$ cat src/rtl/e1mf_pkg.sv
package e1mf_pkg;
  localparam int unsigned FRAMES_2MS = 16;
  localparam int unsigned FRAMES_8MS = 64;

  function automatic int unsigned cnt_width(input int unsigned limit);
    return (limit < 2) ? 1 : $clog2(limit + 1);
  endfunction

  function automatic logic spacing_ok(input int unsigned gap, input int unsigned target);
    return gap == target;
  endfunction

  function automatic logic window_last(input int unsigned cnt, input int unsigned len);
    return cnt == len - 1;
  endfunction
endpackage

$ cat src/rtl/mf_force_edge.sv
module mf_force_edge (
  input  logic clk,
  input  logic rst_n,
  input  logic force_ctl,
  input  logic crc_mode,
  output logic force_rise
);
  logic force_q;

  always_ff @(posedge clk) begin
    if (!rst_n) force_q <= 1'b0;
    else        force_q <= force_ctl;
  end

  assign force_rise = force_ctl && !force_q && crc_mode;
endmodule

$ cat src/rtl/mf_pair_tracker.sv
module mf_pair_tracker #(
  parameter int unsigned GAP = e1mf_pkg::FRAMES_2MS
) (
  input  logic clk,
  input  logic rst_n,
  input  logic enable,
  input  logic clear,
  input  logic frame_tick,
  input  logic pattern,
  output logic pair_ok,
  output logic locked
);
  import e1mf_pkg::*;
  localparam int unsigned GW  = cnt_width(GAP + 1);
  localparam int unsigned SAT = GAP + 1;

  logic          have_ref;
  logic [GW-1:0] gap_cnt;

  assign pair_ok = enable && !clear && pattern && have_ref &&
                   spacing_ok(int'(gap_cnt), GAP);

  always_ff @(posedge clk) begin
    if (!rst_n) begin
      have_ref <= 1'b0;
      gap_cnt  <= '0;
      locked   <= 1'b0;
    end else if (!enable || clear) begin
      have_ref <= 1'b0;
      gap_cnt  <= '0;
      locked   <= 1'b0;
    end else if (pattern) begin
      have_ref <= 1'b1;
      gap_cnt  <= '0;
      if (pair_ok) locked <= 1'b1;
    end else if (frame_tick && have_ref && (int'(gap_cnt) < SAT)) begin
      gap_cnt <= gap_cnt + 1'b1;
    end
  end

  assert_pattern_off_tick_R2: assert property (@(posedge clk) disable iff (!rst_n)
    !(pattern && frame_tick));
  assert_lock_needs_pair_R2: assert property (@(posedge clk) disable iff (!rst_n)
    $rose(locked) |-> $past(pair_ok));
  assert_lockloss_R7: assert property (@(posedge clk) disable iff (!rst_n)
    !enable |=> !locked);
endmodule

$ cat src/rtl/df_window_watch.sv
module df_window_watch #(
  parameter int unsigned WIN = e1mf_pkg::FRAMES_8MS
) (
  input  logic clk,
  input  logic rst_n,
  input  logic arm_en,
  input  logic df_locked,
  input  logic frame_tick,
  input  logic pair_ok,
  output logic df_restart
);
  import e1mf_pkg::*;
  localparam int unsigned CW = cnt_width(WIN);

  logic          df_q;
  logic          active;
  logic [CW-1:0] win_cnt;
  logic          df_rise;
  logic          expire;

  assign df_rise = df_locked && !df_q;
  assign expire  = active && frame_tick && !pair_ok && window_last(int'(win_cnt), WIN);

  always_ff @(posedge clk) begin
    if (!rst_n) df_q <= 1'b0;
    else        df_q <= df_locked;
  end

  always_ff @(posedge clk) begin
    if (!rst_n) begin
      active     <= 1'b0;
      win_cnt    <= '0;
      df_restart <= 1'b0;
    end else begin
      df_restart <= 1'b0;
      if (!arm_en || !df_locked) begin
        active  <= 1'b0;
        win_cnt <= '0;
      end else if (df_rise) begin
        active  <= 1'b1;
        win_cnt <= '0;
      end else if (active && pair_ok) begin
        active  <= 1'b0;
        win_cnt <= '0;
      end else if (expire) begin
        df_restart <= 1'b1;
        active     <= 1'b0;
        win_cnt    <= '0;
      end else if (active && frame_tick) begin
        win_cnt <= win_cnt + 1'b1;
      end
    end
  end

  assert_restart_pulse_R8: assert property (@(posedge clk) disable iff (!rst_n)
    df_restart |=> !df_restart);
  assert_window_bound_R8: assert property (@(posedge clk) disable iff (!rst_n)
    int'(win_cnt) < WIN);
  assert_no_restart_disarmed_R10: assert property (@(posedge clk) disable iff (!rst_n)
    df_restart |-> $past(arm_en));
endmodule

$ cat src/rtl/e1_mf_supervisor.sv
module e1_mf_supervisor #(
  parameter int unsigned GAP = e1mf_pkg::FRAMES_2MS,
  parameter int unsigned WIN = e1mf_pkg::FRAMES_8MS
) (
  input  logic clk,
  input  logic rst_n,
  input  logic frame_tick,
  input  logic df_locked,
  input  logic mf_pattern,
  input  logic crc_mode,
  input  logic force_ctl,
  input  logic auto_en,
  output logic mf_restart,
  output logic df_restart,
  output logic mf_locked
);
  logic force_rise;
  logic pair_ok;
  logic track_en;
  logic arm_en;

  assign track_en = crc_mode && df_locked;
  assign arm_en   = crc_mode && auto_en;

  mf_force_edge u_edge (
    .clk(clk), .rst_n(rst_n), .force_ctl(force_ctl),
    .crc_mode(crc_mode), .force_rise(force_rise)
  );

  mf_pair_tracker #(.GAP(GAP)) u_pair (
    .clk(clk), .rst_n(rst_n), .enable(track_en), .clear(force_rise),
    .frame_tick(frame_tick), .pattern(mf_pattern),
    .pair_ok(pair_ok), .locked(mf_locked)
  );

  df_window_watch #(.WIN(WIN)) u_watch (
    .clk(clk), .rst_n(rst_n), .arm_en(arm_en), .df_locked(df_locked),
    .frame_tick(frame_tick), .pair_ok(pair_ok), .df_restart(df_restart)
  );

  always_ff @(posedge clk) begin
    if (!rst_n) mf_restart <= 1'b0;
    else        mf_restart <= force_rise;
  end

  assert_restart_drops_lock_R4: assert property (@(posedge clk) disable iff (!rst_n)
    mf_restart |-> !mf_locked);
  assert_restart_pulse_R4: assert property (@(posedge clk) disable iff (!rst_n)
    mf_restart |=> !mf_restart);
  assert_restart_needs_mode_R6: assert property (@(posedge clk) disable iff (!rst_n)
    mf_restart |-> $past(crc_mode));
endmodule

$ cat config.mk
export PLATFORM = sky130hd
export DESIGN_NAME = e1_mf_supervisor
export DESIGN_NICKNAME = d
export VERILOG_FILES = /design/src/rtl/e1mf_pkg.sv /design/src/rtl/mf_force_edge.sv /design/src/rtl/mf_pair_tracker.sv /design/src/rtl/df_window_watch.sv /design/src/rtl/e1_mf_supervisor.sv
export SDC_FILE = /design/constraint.sdc
export NUM_CORES = 1
export LEC_CHECK = 0
export BUFFER_PORTS_ARGS = -buffer_cell sky130_fd_sc_hd__buf_2
export CAP_MARGIN = 10
export CORE_UTILIZATION = 30
export CTS_CLUSTER_SIZE = 25
export DETAILED_ROUTE_END_ITERATION = 8
export GPL_TIMING_DRIVEN = 0
export PLACE_DENSITY = 0.44
export REMOVE_ABC_BUFFERS = 1
export SYNTH_ARGS = -nofsm -noshare
export SYNTH_HDL_FRONTEND = slang
export SYNTH_SLANG_ARGS = --single-unit
export TNS_END_PERCENT = 1
$ cat constraint.sdc
create_clock -name clk -period 4.4 [get_ports clk]
set_input_delay 1.1 -clock clk [delete_from_list [all_inputs] [get_ports clk]]
set_output_delay 1.1 -clock clk [all_outputs]
set_load 0.01 [all_outputs]
==> impl_metrics.csv, run 1 <==
group,metric,value,unit
place,place_congestion,0.711,
sta,maxSlewViolCount,0,
grt,grt-ovfl-total,0,
grt,grt_pass1_vias,585,
place,io_buffers,10,
drt,postRouteAntennaNets,0,
die,die_w,54.7,um
finish,area_growth,13.8,%
clock_tree,path_clk_slew,110,ps
clock_tree,cts_setup_buffers,0,
grt,grt_pass1_wl,2.57,mm
outcome,outcome,"complete, no violations",
drt,vias_per_cell,4.92,
finish,final_common_cell,"dfxtp_1",
power_and_ir_drop,p_per_area,289,nW/um2
die,core_area,2540,um2
critical_path,crit_fanout,8,
die,die-area,3000,um2
sta,max_freq,492,MHz
synth,syn_avg_cell_area,10.2,um2
sta,clock_skew,5.25,ps
clock_tree,clock-sinks,19,
drt,drc_errors,0,
die,row_count,18,
synth,yosysUniqueCellTypes,28,
finish,most-common-layout-cells,"dfxtp_1, buf_2, xor2_1",
min_path,holdCritPathClass,"register to register",
place,dpl.hpwl,1.13,mm
clock_tree,numCtsBuffers,3,
grt,grt_start_max_net_pins,12,
drt,dr_total_vias,620,
run,cap_violations,0,
synth,synth-xor-area-share,0.0945,
finish,diodes,0,
sta,finalHoldViolCount,0,
clock_tree,cts_buffer_depth,2,
finish,nets,108,
clock_tree,cts_resized,0,
clock_tree,insertion_delay,300,ps
drt,drtIter0Drc,4,
sta,hold_ws,459,ps
critical_path,start_kind,"primary input",
sta,worst_pin_slew,412,ps
critical_path,worstPathRequired,4590,ps
grt,track_usage,0.126,
drt,wirelength,1.52,mm
sta,min_period_over_period,0.462,
clock_tree,cts_tree,"done",
die,ios,11,
sta,relSlewSlack,0.722,
drt,wire_per_inst,12.1,um
synth,syn_inst,82,
finish,final_layout_size_suffix_gt1_frac,0.188,
clock_tree,cts_htree_levels,1,
die,start_util,0.328,
synth,ys_seq_area_frac,0.456,
power_and_ir_drop,leakage,0.000360,uW
sta,rsz0062_at_grt,"false",
sta,post-route-min-period,2030,ps
synth,synthAdderAreaFrac,0.0450,
synth,synth_area,835,um2
synth,synth_top_family_by_area,"simple AND/OR/NAND/NOR gates",
synth,synth_seq_cells,19,
grt,antenna_found_initial,0,
sta,setup_viol,0,
clock_tree,root_buffer,"clkbuf_4",
critical_path,critPathArrivalTime,2220,ps
critical_path,worstSetupPathType,"primary input to register",
synth,synth_compound_area_frac,0.0930,
synth,synth_mux_area_frac,0.0240,
power_and_ir_drop,ir_drop,0.189,mV
die,fp.dieH,54.7,um
synth,yosysWarningCount,0,
critical_path,critPathCaptureType,"register",
clock_tree,cts_hold_buf,0,
sta,fin_setup_tns,0,ps
synth,synth_simple_gate_area_frac,0.274,
drt,drtPass1Iterations,2,
[layout make-up]
class                   count  area, um2
flip-flops and latches     19        380
clock buffers               3       22.5
well taps                  30       37.5
multi-input cells          60        443
clock inverters             1       5.00
repair buffers             10       50.0
fillers                   279       1600
inverters                   3       11.3
[stage by stage]
step / setup slack (ps) / cell area [um2] / total power (uW) / instances / util
after CTS: 2350 / 950 / 282 / 126 / 0.373
final: 2370 / 950 / 274 / 126 / 0.373
after detailed placement: 2000 / 922 / 189 / 122 / 0.362
after global routing: 2250 / 950 / 289 / 126 / 0.373
after floorplan: 2290 / 835 / 182 / 82 / -
after global placement: 2010 / 922 / 189 / 122 / 0.362
[worst max-delay path, cell delays in order]
cell and delay (ps):
buf_2 100, and2b_1 190, nor4_2 370, a211o_1 360
nor3_1 100
[final timing paths]
check                        to  cells after the start               from  slack [ps]
max reg2reg  u_watch.win_cnt[1]                      6  u_pair.gap_cnt[0]        2710
min              u_watch.active                      1       u_watch.df_q         460
min reg2reg      u_watch.active                      1       u_watch.df_q         460
max          u_watch.win_cnt[1]                      5          force_ctl        2370
[cells in the mapped netlist]
cell	count	area, um2
a21oi_1	1	5.00
nor2b_1	1	6.26
nand2_1	2	7.51
mux2i_1	2	20.0
and4_4	1	11.3
nand3_4	1	17.5
and2b_1	1	7.51
o41ai_1	1	8.76
a211o_1	1	8.76
xnor2_1	1	8.76
inv_1	3	11.3
and2_1	3	18.8
a31oi_1	1	6.26
nand3_1	5	25.0
or3_1	1	6.26
dfxtp_1	19	380
nand4_1	4	25.0
a311oi_4	1	26.3
and4b_1	1	10.0
nor2_1	7	26.3
and3_1	2	12.5
o21a_1	2	15.0
nor3_1	7	35.0
xor2_1	8	70.1
or4_1	1	7.51
o211ai_1	1	7.51
nor4_2	1	12.5
ha_1	3	37.5
[report_power, final]
group	switching, uW	internal (uW)	leakage [uW]	total (uW)
sequential	0.983	174	0.000154	175
combinational	6.02	4.62	0.000189	10.6
clock	55.0	33.9	0.0000177	88.9
[layer usage]
metal	vias up	GRT usage	wire length, um
li1	325	-	-
met1	285	0.147	738
met2	8	0.201	719
met3	2	0.0583	53
met4	0	0.0385	10
met5	-	0	0
[flip-flops by register name, summed over array words and instances, names as in the netlist]
register / cells
u_watch.win_cnt: 7
u_pair.gap_cnt: 5
mf_restart: 1
u_edge.force_q: 1
u_pair.have_ref: 1
u_pair.locked: 1
u_watch.active: 1
u_watch.df_q: 1
u_watch.df_restart: 1
[logic make-up after synthesis]
group / count (synthesis)
simple gates: 38
xor+xnor: 9
compound gates: 8
flops: 19
mux: 2
fa+ha+maj: 3
buf+inv: 3
(Power assumes the default switching activity.)
==> inputs of run 2 (changes only) <==
==> constraint.sdc (replaced) <==
create_clock -name clk -period 1.9 [get_ports clk]
set_input_delay 0.475 -clock clk [delete_from_list [all_inputs] [get_ports clk]]
set_output_delay 0.475 -clock clk [all_outputs]
set_load 0.01 [all_outputs]
==> impl_metrics.csv, run 2 (synthesis results as in run 1) <==
group,metric,value,unit
sta,max_freq,605,MHz
finish,largest_reg_flops,7,
sta,min_period_over_period,0.869,
finish,top_register,"u_watch.win_cnt",
clock_tree,path_clk_slew,110,ps
drt,postRouteAntennaNets,0,
sta,clock_skew,4.97,ps
drt,wire_per_inst,12.1,um
clock_tree,insertion_delay,300,ps
clock_tree,cts_hold_buf,0,
die,ios,11,
critical_path,r2r-end,"u_watch.win_cnt[1]",
sta,fin_setup_tns,0,ps
sta,relSlewSlack,0.722,
finish,final_common_cell,"dfxtp_1",
power_and_ir_drop,p_per_area,663,nW/um2
grt,grt-ovfl-total,0,
die,die_w,54.7,um
drt,drc_errors,0,
critical_path,critPathCaptureType,"register",
sta,fin_ws,248,ps
place,io_buffers,10,
place,place_congestion,0.711,
clock_tree,cts_setup_buffers,0,
finish,largestRegisters,"u_watch.win_cnt (7), u_pair.gap_cnt (5)",
drt,vias_per_cell,4.91,
critical_path,start_kind,"register",
power_and_ir_drop,ir_drop,0.437,mV
sta,maxSlewViolCount,0,
clock_tree,root_buffer,"clkbuf_4",
critical_path,crit_fanout,8,
clock_tree,clock-sinks,19,
die,fp.dieH,54.7,um
sta,worst_pin_slew,412,ps
critical_path,worstPathRequired,2130,ps
sta,post-route-min-period,1650,ps
clock_tree,cts_resized,0,
grt,antenna_found_initial,0,
die,start_util,0.328,
grt,grt_pass1_wl,2.57,mm
min_path,worstHoldStart,"force_ctl",
min_path,hold_end,"u_edge.force_q",
power_and_ir_drop,leakage,0.000361,uW
clock_tree,numCtsBuffers,3,
outcome,outcome,"complete, no violations",
place,place_ws,127,ps
die,die-area,3000,um2
finish,diodes,0,
finish,final_layout_size_suffix_gt1_frac,0.188,
critical_path,rrSetupSlack,250,ps
finish,area_growth,14.8,%
grt,grt_start_max_net_pins,12,
die,core_area,2540,um2
grt,track_usage,0.126,
place,dpl.hpwl,1.13,mm
drt,drtPass1Iterations,2,
finish,fill_cells,278,
drt,drtIter0Drc,5,
critical_path,worstReg2RegStart,"u_pair.gap_cnt[0]",
min_path,holdCritPathClass,"primary input to register",
finish,nets,108,
min_path,whs_path_depth,2,
sta,setup_viol,0,
finish,most-common-layout-cells,"dfxtp_1, buf_2, xor2_1",
critical_path,reg2reg_depth,6,
clock_tree,cts_htree_levels,1,
critical_path,critPathArrivalTime,1880,ps
run,cap_violations,0,
critical_path,worstSetupPathType,"register to register",
drt,wirelength,1.52,mm
grt,grt_pass1_vias,585,
clock_tree,cts_tree,"done",
sta,rsz0062_at_grt,"false",
clock_tree,cts_buffer_depth,2,
die,row_count,18,
sta,finalHoldViolCount,0,
drt,dr_total_vias,619,
run 2: cell types whose count changed in the layout (fill, tap and decap cells not counted):
| cell | delta |
|---|---|
| nor4_4 | +1 |
| nor4_2 | -1 |
run 2: how the worst max path moves through the flow:
stage,start,endpoint,slack (ps),cells past startpoint
6_report,u_pair.gap_cnt[0],u_watch.win_cnt[1],250,6
5_1_grt,u_pair.gap_cnt[0],u_watch.win_cnt[1],60,6
4_1_cts,u_pair.gap_cnt[0],u_watch.win_cnt[1],180,6
3_5_place_dp,force_ctl,u_watch.win_cnt[1],130,5
3_3_place_gp,force_ctl,u_watch.win_cnt[1],140,5
2_1_floorplan,force_ctl,u_watch.win_cnt[0],420,4
run 2: cell type report:
cell class                 instances  area (um2)  share of cell area
inverter                           3        11.3              0.0117
clock buffer                       3        22.5              0.0235
multi-input combinational         60         452               0.471
clock inverter                     1        5.00             0.00522
tap                               30        37.5              0.0392
sequential                        19         380               0.397
timing repair buffer              10        50.0              0.0522
run 2: critical path: stages, from the launching register on:
cell and delay (ps):
dfxtp_1 390, inv_1 80, ha_1 210, nand4_1 190, nor4_4 70, a211o_1 420, nor3_1 210
run 2: power by group:
group	internal [uW]	total, uW	switching [uW]
logic	10.7	25.2	14.5
clock network	78.5	206	127
registers	402	404	2.28
run 2: metal layers:
metal	wire, um	global-route usage	up-vias
li1	-	-	325
met1	733	0.147	284
met2	724	0.201	8
met3	53	0.0583	2
met4	10	0.0385	0
met5	0	0	-
run 2: per-stage QoR:
stage	hold slack (ps)	cells	total power [uW]	area [um2]	utilization
after CTS	380	126	652	950	0.373
final	392	126	635	958	0.377
after floorplan	406	82	423	835	-
after global routing	382	126	670	958	0.377
after detailed placement	434	122	439	922	0.362
after global placement	439	122	438	922	0.362
==> inputs of run 3 (changes only) <==
--- a/config.mk
+++ b/config.mk
@@ -5,7 +5,7 @@
 export SDC_FILE = /design/constraint.sdc
 export NUM_CORES = 1
 export LEC_CHECK = 0
-export BUFFER_PORTS_ARGS = -buffer_cell sky130_fd_sc_hd__buf_2
+export BUFFER_PORTS_ARGS = -buffer_cell sky130_fd_sc_hd__buf_4
 export CAP_MARGIN = 10
 export CORE_UTILIZATION = 30
 export CTS_CLUSTER_SIZE = 25
@@ -13,6 +13,7 @@
 export GPL_TIMING_DRIVEN = 0
 export PLACE_DENSITY = 0.44
 export REMOVE_ABC_BUFFERS = 1
+export SLEW_MARGIN = 5
 export SYNTH_ARGS = -nofsm -noshare
 export SYNTH_HDL_FRONTEND = slang
 export SYNTH_SLANG_ARGS = --single-unit
==> impl_metrics.csv, run 3 (synthesis results as in run 1) <==
group,metric,value,unit
sta,clock_skew,2.26,ps
sta,fin_setup_tns,0,ps
drt,drtPass1Iterations,4,
grt,grt_pass1_wl,2.56,mm
die,die_w,54.7,um
finish,largestRegisters,"u_watch.win_cnt (7), u_pair.gap_cnt (5)",
power_and_ir_drop,p_total,639,uW
power_and_ir_drop,power.internal,496,uW
power_and_ir_drop,p_per_area,656,nW/um2
critical_path,worstSetupPathType,"register to register",
finish,diodes,0,
finish,top_register,"u_watch.win_cnt",
die,ios,11,
grt,antenna_found_initial,0,
sta,post-route-min-period,1680,ps
sta,hold_ws,387,ps
critical_path,start_kind,"register",
place,place_ws,101,ps
drt,postRouteAntennaNets,0,
grt,track_usage,0.128,
critical_path,critPathCaptureType,"register",
power_and_ir_drop,ir_drop,0.525,mV
clock_tree,cts_tree,"done",
critical_path,worstPathRequired,2080,ps
clock_tree,path_clk_slew,110,ps
clock_tree,cts_htree_levels,1,
clock_tree,numCtsBuffers,3,
place,place_congestion,0.727,
sta,setup_viol,0,
min_path,holdCritPathClass,"primary input to register",
power_and_ir_drop,p_switching,143,uW
grt,grt_pass1_vias,578,
die,start_util,0.328,
die,fp.dieH,54.7,um
finish,largest_reg_flops,7,
die,die-area,3000,um2
critical_path,crit_fanout,8,
sta,maxSlewViolCount,0,
drt,drtIter0Drc,7,
finish,final_common_cell,"dfxtp_1",
power_and_ir_drop,share_seq_of_total_power,0.633,
drt,vias_per_cell,4.90,
sta,finalHoldViolCount,0,
sta,rsz0062_at_grt,"false",
place,dpl.hpwl,1.15,mm
power_and_ir_drop,leakage,0.000366,uW
finish,nets,108,
clock_tree,cts_resized,0,
grt,grt-ovfl-total,0,
sta,min_period_over_period,0.885,
sta,max_freq,595,MHz
power_and_ir_drop,p_sw_frac,0.224,
finish,area_growth,16.8,%
place,io_buffers,10,
drt,dr_total_vias,618,
grt,grt_start_max_net_pins,12,
clock_tree,clock-sinks,19,
sta,fin_ws,219,ps
die,core_area,2540,um2
drt,wire_per_inst,12.3,um
power_and_ir_drop,p_clk_frac,0.320,
drt,drc_errors,0,
sta,relSlewSlack,0.718,
finish,final_layout_size_suffix_gt1_frac,0.188,
finish,most-common-layout-cells,"dfxtp_1, buf_4, xor2_1",
clock_tree,cts_setup_buffers,0,
clock_tree,root_buffer,"clkbuf_4",
die,row_count,18,
critical_path,critPathArrivalTime,1860,ps
power_and_ir_drop,comb_power_share,0.047,
clock_tree,cts_hold_buf,0,
clock_tree,insertion_delay,300,ps
clock_tree,cts_buffer_depth,2,
run,cap_violations,0,
outcome,outcome,"complete, no violations",
drt,wirelength,1.55,mm
sta,worst_pin_slew,423,ps
## run 3: cell counts in the layout (fill, tap and decap cells not counted)
Identical to the previous run, type by type.
## run 3: area by class of cell
type | instances | area, um2
Fill cell | 279 | 1570
Multi-Input combinational cell | 60 | 443
Sequential cell | 19 | 380
Timing Repair Buffer | 10 | 75.1
Tap cell | 30 | 37.5
Clock buffer | 3 | 22.5
Inverter | 3 | 11.3
Clock inverter | 1 | 5.00
## run 3: metal layers
metal,vias up,global-route usage,share of wire
li1,326,-,-
met1,282,0.152,0.50
met2,6,0.197,0.46
met3,4,0.0583,0.031
met4,0,0.0513,0.016
met5,-,0,0
## run 3: power groups by stage
stage	clock network (uW)	logic, uW	registers [uW]
floorplan	0	9.21	413
global route	236	32.5	405
CTS	219	29.9	405
detailed placement	0	29.9	413
finish	205	29.8	404
global placement	0	29.6	414
## run 3: through the flow
stage	utilization	std cells	cell area, um2
after floorplan	-	82	835
after global placement	0.372	122	947
after detailed placement	0.372	122	947
after CTS	0.383	126	975
after global routing	0.383	126	975
final	0.383	126	975
## run 3: final timing paths
path	startpoint	endpoint	slack [ps]	cells past startpoint
max	u_pair.gap_cnt[0]	u_watch.win_cnt[1]	220	6
min	mf_pattern	u_pair.have_ref	390	2
max reg2reg	u_pair.gap_cnt[0]	u_watch.win_cnt[1]	220	6
min reg2reg	u_watch.df_q	u_watch.active	460	1
## run 3: critical path, stage by stage (launching register included)
cell     delay [ps]
dfxtp_1         360
inv_1           100
ha_1            150
nand4_1         160
nor4_2          330
a211o_1         370
nor3_1          100
